===== src/rtl/hostirq_pkg.sv =====
package hostirq_pkg;

  // Register offsets (byte addresses, word aligned)
  localparam logic [11:0] OFF_DESCA = 12'h028;
  localparam logic [11:0] OFF_DESCB = 12'h02C;
  localparam logic [11:0] OFF_CTRL  = 12'h04C;
  localparam logic [11:0] OFF_STAT  = 12'h050;
  localparam logic [11:0] OFF_SWSET = 12'h1F0;
  localparam logic [11:0] OFF_SWCLR = 12'h1F4;

  // Bit positions with side effects
  localparam int BIT_RAISE = 29;
  localparam int BIT_DROP  = 16;
  localparam int BIT_READY = 17;

  typedef enum logic [2:0] {
    SEL_NONE,
    SEL_DESCA,
    SEL_DESCB,
    SEL_CTRL,
    SEL_STAT,
    SEL_SWIRQ
  } rdSel_e;

  typedef struct packed {
    logic   wrDescA;
    logic   wrDescB;
    logic   wrCtrl;
    logic   wrStat;
    logic   wrSwSet;
    logic   wrSwClr;
    logic   irqSet;
    logic   irqClr;
    logic   rdEn;
    rdSel_e rdSel;
  } strobe_t;

endpackage


===== src/rtl/hostirq_ctrl.sv =====
module hostirq_ctrl
  import hostirq_pkg::*;
#(
  parameter int ADDR_W = 12
) (
  input  logic [ADDR_W-1:0] busAddr,
  input  logic              busRd,
  input  logic              busWr,
  input  logic              dataRaise,
  input  logic              dataDrop,
  output strobe_t           strobes
);

  logic hitDescA, hitDescB, hitCtrl, hitStat, hitSwSet, hitSwClr;

  always_comb begin
    hitDescA = (busAddr == ADDR_W'(OFF_DESCA));
    hitDescB = (busAddr == ADDR_W'(OFF_DESCB));
    hitCtrl  = (busAddr == ADDR_W'(OFF_CTRL));
    hitStat  = (busAddr == ADDR_W'(OFF_STAT));
    hitSwSet = (busAddr == ADDR_W'(OFF_SWSET));
    hitSwClr = (busAddr == ADDR_W'(OFF_SWCLR));
  end

  always_comb begin
    strobes = '0;
    strobes.wrDescA = busWr && hitDescA;
    strobes.wrDescB = busWr && hitDescB;
    strobes.wrCtrl  = busWr && hitCtrl;
    strobes.wrStat  = busWr && hitStat;
    strobes.wrSwSet = busWr && hitSwSet;
    strobes.wrSwClr = busWr && hitSwClr;

    // Interrupt side effects of writes
    strobes.irqSet = (busWr && hitDescB && dataRaise) || (busWr && hitSwSet);
    strobes.irqClr = (busWr && hitCtrl && dataDrop)
                   || (busWr && hitStat && (dataDrop || dataRaise))
                   || (busWr && hitSwClr);

    strobes.rdEn = busRd;
    if (hitDescA) begin
      strobes.rdSel = SEL_DESCA;
    end else if (hitDescB) begin
      strobes.rdSel = SEL_DESCB;
    end else if (hitCtrl) begin
      strobes.rdSel = SEL_CTRL;
    end else if (hitStat) begin
      strobes.rdSel = SEL_STAT;
    end else if (hitSwSet || hitSwClr) begin
      strobes.rdSel = SEL_SWIRQ;
    end else begin
      strobes.rdSel = SEL_NONE;
    end
  end

endmodule


===== src/rtl/hostirq_dpath.sv =====
module hostirq_dpath
  import hostirq_pkg::*;
#(
  parameter int DATA_W = 32
) (
  input  logic              clk,
  input  logic              rstN,
  input  strobe_t           strobes,
  input  logic [DATA_W-1:0] wrData,
  output logic [DATA_W-1:0] rdData,
  output logic              irqFlag
);

  localparam logic [DATA_W-1:0] READY_MASK = DATA_W'(1) << BIT_READY;

  logic [DATA_W-1:0] descAReg, descBReg, ctrlReg, statReg, swIrqReg;
  logic [DATA_W-1:0] rdNext;

  always_ff @(posedge clk) begin
    if (!rstN) begin
      descAReg <= '0;
      descBReg <= '0;
      ctrlReg  <= '0;
      statReg  <= '0;
      swIrqReg <= '0;
    end else begin
      if (strobes.wrDescA) descAReg <= wrData;
      if (strobes.wrDescB) descBReg <= wrData;
      if (strobes.wrCtrl)  ctrlReg  <= wrData;
      if (strobes.wrStat)  statReg  <= wrData;
      if (strobes.wrSwSet) swIrqReg <= swIrqReg | wrData;
      else if (strobes.wrSwClr) swIrqReg <= swIrqReg & ~wrData;
    end
  end

  // Sticky interrupt flag
  always_ff @(posedge clk) begin
    if (!rstN) begin
      irqFlag <= 1'b0;
    end else if (strobes.irqSet) begin
      irqFlag <= 1'b1;
    end else if (strobes.irqClr) begin
      irqFlag <= 1'b0;
    end
  end

  always_comb begin
    unique case (strobes.rdSel)
      SEL_DESCA: rdNext = descAReg;
      SEL_DESCB: rdNext = descBReg;
      SEL_CTRL:  rdNext = ctrlReg | READY_MASK;
      SEL_STAT:  rdNext = statReg;
      SEL_SWIRQ: rdNext = swIrqReg;
      default:   rdNext = '0;
    endcase
  end

  always_ff @(posedge clk) begin
    if (!rstN) begin
      rdData <= '0;
    end else if (strobes.rdEn) begin
      rdData <= rdNext;
    end
  end

endmodule


===== src/rtl/hostirq_regs.sv =====
module hostirq_regs
  import hostirq_pkg::*;
#(
  parameter int ADDR_W = 12,
  parameter int DATA_W = 32
) (
  input  logic              clk,
  input  logic              rstN,
  input  logic [ADDR_W-1:0] busAddr,
  input  logic              busRd,
  input  logic              busWr,
  input  logic [DATA_W-1:0] busWdata,
  output logic [DATA_W-1:0] busRdata,
  output logic              irqOut
);

  strobe_t strobes;

  hostirq_ctrl #(.ADDR_W(ADDR_W)) u_ctrl (
    .busAddr  (busAddr),
    .busRd    (busRd),
    .busWr    (busWr),
    .dataRaise(busWdata[BIT_RAISE]),
    .dataDrop (busWdata[BIT_DROP]),
    .strobes  (strobes)
  );

  hostirq_dpath #(.DATA_W(DATA_W)) u_dpath (
    .clk    (clk),
    .rstN   (rstN),
    .strobes(strobes),
    .wrData (busWdata),
    .rdData (busRdata),
    .irqFlag(irqOut)
  );

endmodule


===== config.mk =====
export PLATFORM = sky130hd
export DESIGN_NAME = hostirq_regs
export DESIGN_NICKNAME = d
export VERILOG_FILES = /design/src/rtl/hostirq_pkg.sv /design/src/rtl/hostirq_ctrl.sv /design/src/rtl/hostirq_dpath.sv /design/src/rtl/hostirq_regs.sv
export SDC_FILE = /design/constraint.sdc
export NUM_CORES = 1
export LEC_CHECK = 0
export ABC_CLOCK_PERIOD_IN_PS = 4870
export BUFFER_PORTS_ARGS = -buffer_cell sky130_fd_sc_hd__buf_2
export CAP_MARGIN = 20
export CORE_ASPECT_RATIO = 0.5
export CORE_MARGIN = 2
export CORE_UTILIZATION = 30
export CTS_CLUSTER_DIAMETER = 40
export CTS_CLUSTER_SIZE = 40
export DETAILED_ROUTE_END_ITERATION = 8
export PLACE_DENSITY = 0.5
export RECOVER_POWER = 100
export SYNTH_ARGS = -nofsm -noshare
export SYNTH_HDL_FRONTEND = slang
export SYNTH_SLANG_ARGS = --single-unit

===== constraint.sdc =====
create_clock -name clk -period 4.87 [get_ports clk]
set_input_delay 1.461 -clock clk [delete_from_list [all_inputs] [get_ports clk]]
set_output_delay 1.461 -clock clk [all_outputs]
set_load 0.02 [all_outputs]

## After elaboration in Yosys (flattened, before gate mapping)

Index checks and enable logic that the tools add are counted.

| word-level totals | value |
|---|---|
| register bits | 193 |
| input port bits | 48 |
| output and inout bits | 33 |

| cells by class | value |
|---|---|
| equal/unequal tests | 11 |
| mux-type cells | 10 |
| bitwise gates (word level) | 3 |
| reductions and logical operators | 16 |

Operator list:

| cell | count |
|---|---|
| 32-bit one-hot mux with 5 select lines | 1 |
| 32-bit 2-to-1 mux | 2 |
| 32-bit AND | 1 |
| 32-bit NOT | 1 |
| 32-bit OR | 1 |
| 12-bit by 6-bit == test with 1-bit output (second input constant) | 2 |
| 12-bit by 7-bit == test with 1-bit output (second input constant) | 2 |
| 12-bit by 9-bit == test with 1-bit output (second input constant) | 2 |
| 3-bit 2-to-1 mux | 5 |
| 1-bit logical AND | 9 |
| 3-bit by 2-bit == test with 1-bit output (second input constant) | 2 |
| 3-bit == test (second input constant) | 2 |
| 1-bit logical OR | 5 |
| 2-bit nonzero test | 2 |
| 3-bit by 1-bit == test with 1-bit output (second input constant) | 1 |
| 1-bit 2-to-1 mux | 2 |

## Logic depth before layout (Yosys ltp)

| logic depth | value |
|---|---|
| depth after elaboration | 9 |
| gate-level depth with buffers | 9 |

## Hierarchy

A second synthesis with hierarchy kept.

| second synthesis, totals | value |
|---|---|
| cell total of the unflattened synthesis | 824 |
| area, all modules | 8699.6 µm² |

By module, submodules not included:

| module | instances | cells each | area each (µm²) | sequential area each (µm²) |
|---|---|---|---|---|
| hostirq_dpath | 1 | 787 | 8453.1 | 3843.7 |
| hostirq_ctrl | 1 | 37 | 246.5 | 0.0 |

## Least setup slack after synthesis

OpenSTA, ideal clock, no wires.

| timing path | value |
|---|---|
| kind | input-to-reg |
| start point | input busAddr[3] |
| end point | register (tool-made name) |
| setup time | 132 ps |
| arrival time | 2732 ps |
| data required time | 4738 ps |
| path slack | 2006 ps |
| stages on the path | 7 |
| path buffers | 2 |
| path through | clkbuf_1 -> and3b_1 -> nand2_1 -> or3_1 -> clkbuf_1 -> o21ai_0 -> a21oi_1 |

RTL lines:

| element | line | RTL |
|---|---|---|
| from (decl) | hostirq_regs.sv:9 | `input logic [ADDR_W-1:0] busAddr,` |

## Worst setup path in the final report

| timing path | value |
|---|---|
| start point | input busAddr[5] |
| end point | register u_dpath.descAReg[12] |

| between the ends | value |
|---|---|
| longest elaborated chain between the ends | 2 |

Ends and longest elaborated chain:

| element | line | RTL |
|---|---|---|
| 12-bit by 6-bit == test with 1-bit output | hostirq_ctrl.sv:17 | `hitDescA = (busAddr == ADDR_W'(OFF_DESCA));` |
| 1-bit logical AND | hostirq_ctrl.sv:27 | `strobes.wrDescA = busWr && hitDescA;` |
| to (signal assigned) | hostirq_dpath.sv:27 | `if (strobes.wrDescA) descAReg <= wrData;` |
| to (decl) | hostirq_dpath.sv:16 | `logic [DATA_W-1:0] descAReg, descBReg, ctrlReg, statReg, swIrqReg;` |

No other way between the ends.
A chain may end at the register's enable or synchronous reset.

==> metrics.md <==
| Metric | Value |
|---|---|
| Status | finished clean |
| Crit Path Class | in2reg |
| Syn avg cell area | 7.92 um^2 |
| Wirelength per Cell | 18.1 um |
| Setup clock skew after layout | 8.83 ps |
| Area Overhead vs Synth | 14.4% |
| XOR/XNOR Fraction of Synth Area | 0% |
| Kind of cell adding the most delay to the critical path | simple AND/OR/NAND/NOR gates |
| Layout Nets | 1089 |
| Die Y | 119 um |
| CP Max Fanout | 21 |
| Starting density of the core | 31.0% |
| Sequential element share of the synthesized area | 48.6% |
| Simple-gate area share of the yosys netlist | 19.0% |
| Num rows | 41 |
| Mapped Area | 7910 um^2 |
| Largest family of logic cells by synthesized area | compound AO/OA/AOI/OAI gates |
| RSZ-0062 raised after global routing | false |
| CTS Root Buffer Type | clkbuf_16 |
| Antenna violations before repair | 1 |
| CP Cell Sequence | clkbuf_1, nor4b_1, and4_1, and2_0, buf_12, nand2_1, a21oi_1 |
| CP arrival | 4100 ps |
| First-pass GRT wire length | 39.3 mm |
| Number of CTS-inserted buffers | 17 |
| Crit path buffers/inverters | 2 |
| GRT Total Usage | 18.5% |
| Vias/cell | 5.16 |
| Hold path start | u_dpath.statReg[23] |
| Via count | 7195 |
| Yosys top cell area share | 48.6% |
| Worst path slowest cell | and2_0 |
| Critical Path End Type | register |
| Post-Route WL | 25.3 mm |
| Seq cells post-synth | 192 |
| Final Critical Period | 3750 ps |
| Later-pin clock latency in the skew report | 440 ps |
| CTS tree | done |
| Worst hold path class | reg2reg |
| Leak | 2.85 nW |
| Synth Flop Type | dfxtp_1 |
| Max-cap violation count | 0 |
| # IOs | 81 |
| Top cell type by total area after synthesis | dfxtp_1 |
| Mux contribution to synthesized area | 0.127% |
| Vias in the first global route | 6912 |
| DR iter-0 viols | 643 |
| Power per Cell Area | 338 nW/um^2 |
| Complex-gate fraction of the synthesized area | 25.7% |
| Placer Congestion | 0.772 |
| Residual DRC | 0 |
| Post-Syn Instances | 999 |
| FF/Latch Area | 3840 um^2 |
| Clock transition at path regs | 70 ps |
| Most frequent cells in the layout | nand2_1, dfxtp_1, a21oi_1 |
| Syn nets | 1047 |
| Top post-synthesis cells by area | dfxtp_1, nand2_1, a21oi_1 |
| CP Launch Type | primary input |
| Netlist cell types | 38 |
| Layout fillers | 2727 |
| Period utilization | 77.0% |
| Setup bufs post-CTS | 0 |
| Final hold vios | 0 |
| CTS max path bufs | 2 |
| Final Slew Violations | 0 |
| FMAX | 267 MHz |
| Setup_tns | 0 ps |
| Finish-stage setup viols | 0 |
| Congestion Overflow GR | 0 |
| Number of flops mapped to enable cells by yosys | 0 |
| DRT antenna net count | 0 |
| Slew headroom | 12.4% |
| H-Tree Depth | 4 |
| Commonest non-fill, non-tap cell in the layout | nand2_1 |
| Slew @ Worst Pin | 1310 ps |
| Core footprint | 25500 um^2 |
| Adder-Cell Fraction of Synth Area | 0% |
| Largest stage delay on the critical path | 790 ps |
| R2R Path Start | u_dpath.descBReg[9] |
| VDD IR max | 0.242 mV |
| DR pass1 iterations | 5 |
| Die area | 27800 um^2 |
| Share of cells above drive strength 1 | 9.13% |
| Largest net degree at the start of global routing | 177 |
| Multi-input logic area | 3540 um^2 |
| Post-DP HPWL | 15.7 mm |
| Finished Core Util | 35.4% |
| Post_cts resized | 0 |
| Asr flop ratio synth | 0% |
| Clock sink count | 192 |
| Antenna cells | 0 |
| Post-CTS Hold Buffers | 0 |
| Port-buffer cells | 80 |
| Setup crit start | busAddr[5] |
| WP data required | 5220 ps |
| Ys Warns | 0 |
| Die width | 234 um |
-- synth_stat cells (10+ instances only) --
| cell type | count |
|---|---|
| a21oi_1 | 162 |
| a221oi_1 | 33 |
| a222oi_1 | 14 |
| a22o_1 | 15 |
| a22oi_1 | 33 |
| buf_2 | 18 |
| buf_4 | 10 |
| clkbuf_1 | 51 |
| dfxtp_1 | 192 |
| inv_1 | 33 |
| nand2_1 | 322 |
| o21ai_0 | 50 |
| o2bb2ai_1 | 16 |
-- path summary, 6_finish.rpt --
path	to	slack [ps]	cells after the start
worst max register to register	u_dpath.rdData[9]	3720	4
worst min-delay path	u_dpath.statReg[23]	450	2
worst min register to register	u_dpath.statReg[23]	450	2
worst max-delay path	u_dpath.descAReg[12]	1120	7
-- worst register-to-register path, cell delays in order (launching register included) --
cell	delay (ps)
dfxtp_1	310
a22oi_1	190
o2bb2ai_1	80
a221oi_1	300
o21ai_0	110
-- layer usage --
metal	up-vias	share of wire, %	GRT usage (%)
met5	-	0	0
met4	0	1.5	5.66
met3	24	4.1	4.12
met2	148	47	29.9
met1	3485	48	24.5
li1	3538	-	-
-- layout make-up --
type | instances | share of cell area, %
multi-input cells | 691 | 39.1
repair buffers | 105 | 6.01
clock buffers | 23 | 5.28
clock inverters | 6 | 0.926
flip-flops and latches | 192 | 42.5
well taps | 344 | 4.75
inverters | 34 | 1.44
-- per-stage QoR --
stage	hold slack [ps]	instances	area (um^2)	total power, mW	worst slack (ps)
6_report	449	1395	9050	3.06	1120
5_1_grt	467	1395	9050	3.17	919
4_1_cts	452	1395	9130	3.10	1470
3_5_place_dp	441	1366	8570	1.72	1010
3_3_place_gp	432	1366	8570	1.72	1070
2_1_floorplan	431	999	7910	1.65	2010
-- report_power, final --
part	internal, mW	switching (mW)
Combinational	0.0261	0.0867
Clock	0.788	0.592
Sequential	1.57	0.0000692
Total	2.38	0.679
-- logic make-up (layout without fill, tap and decap cells) --
kind of cell | Yosys count | after routing
compound gates | 326 | 326
buf+inv | 116 | 168
flops | 192 | 192
mux | 1 | 1
simple gates | 364 | 364
Power figures use the tool's default switching activity.
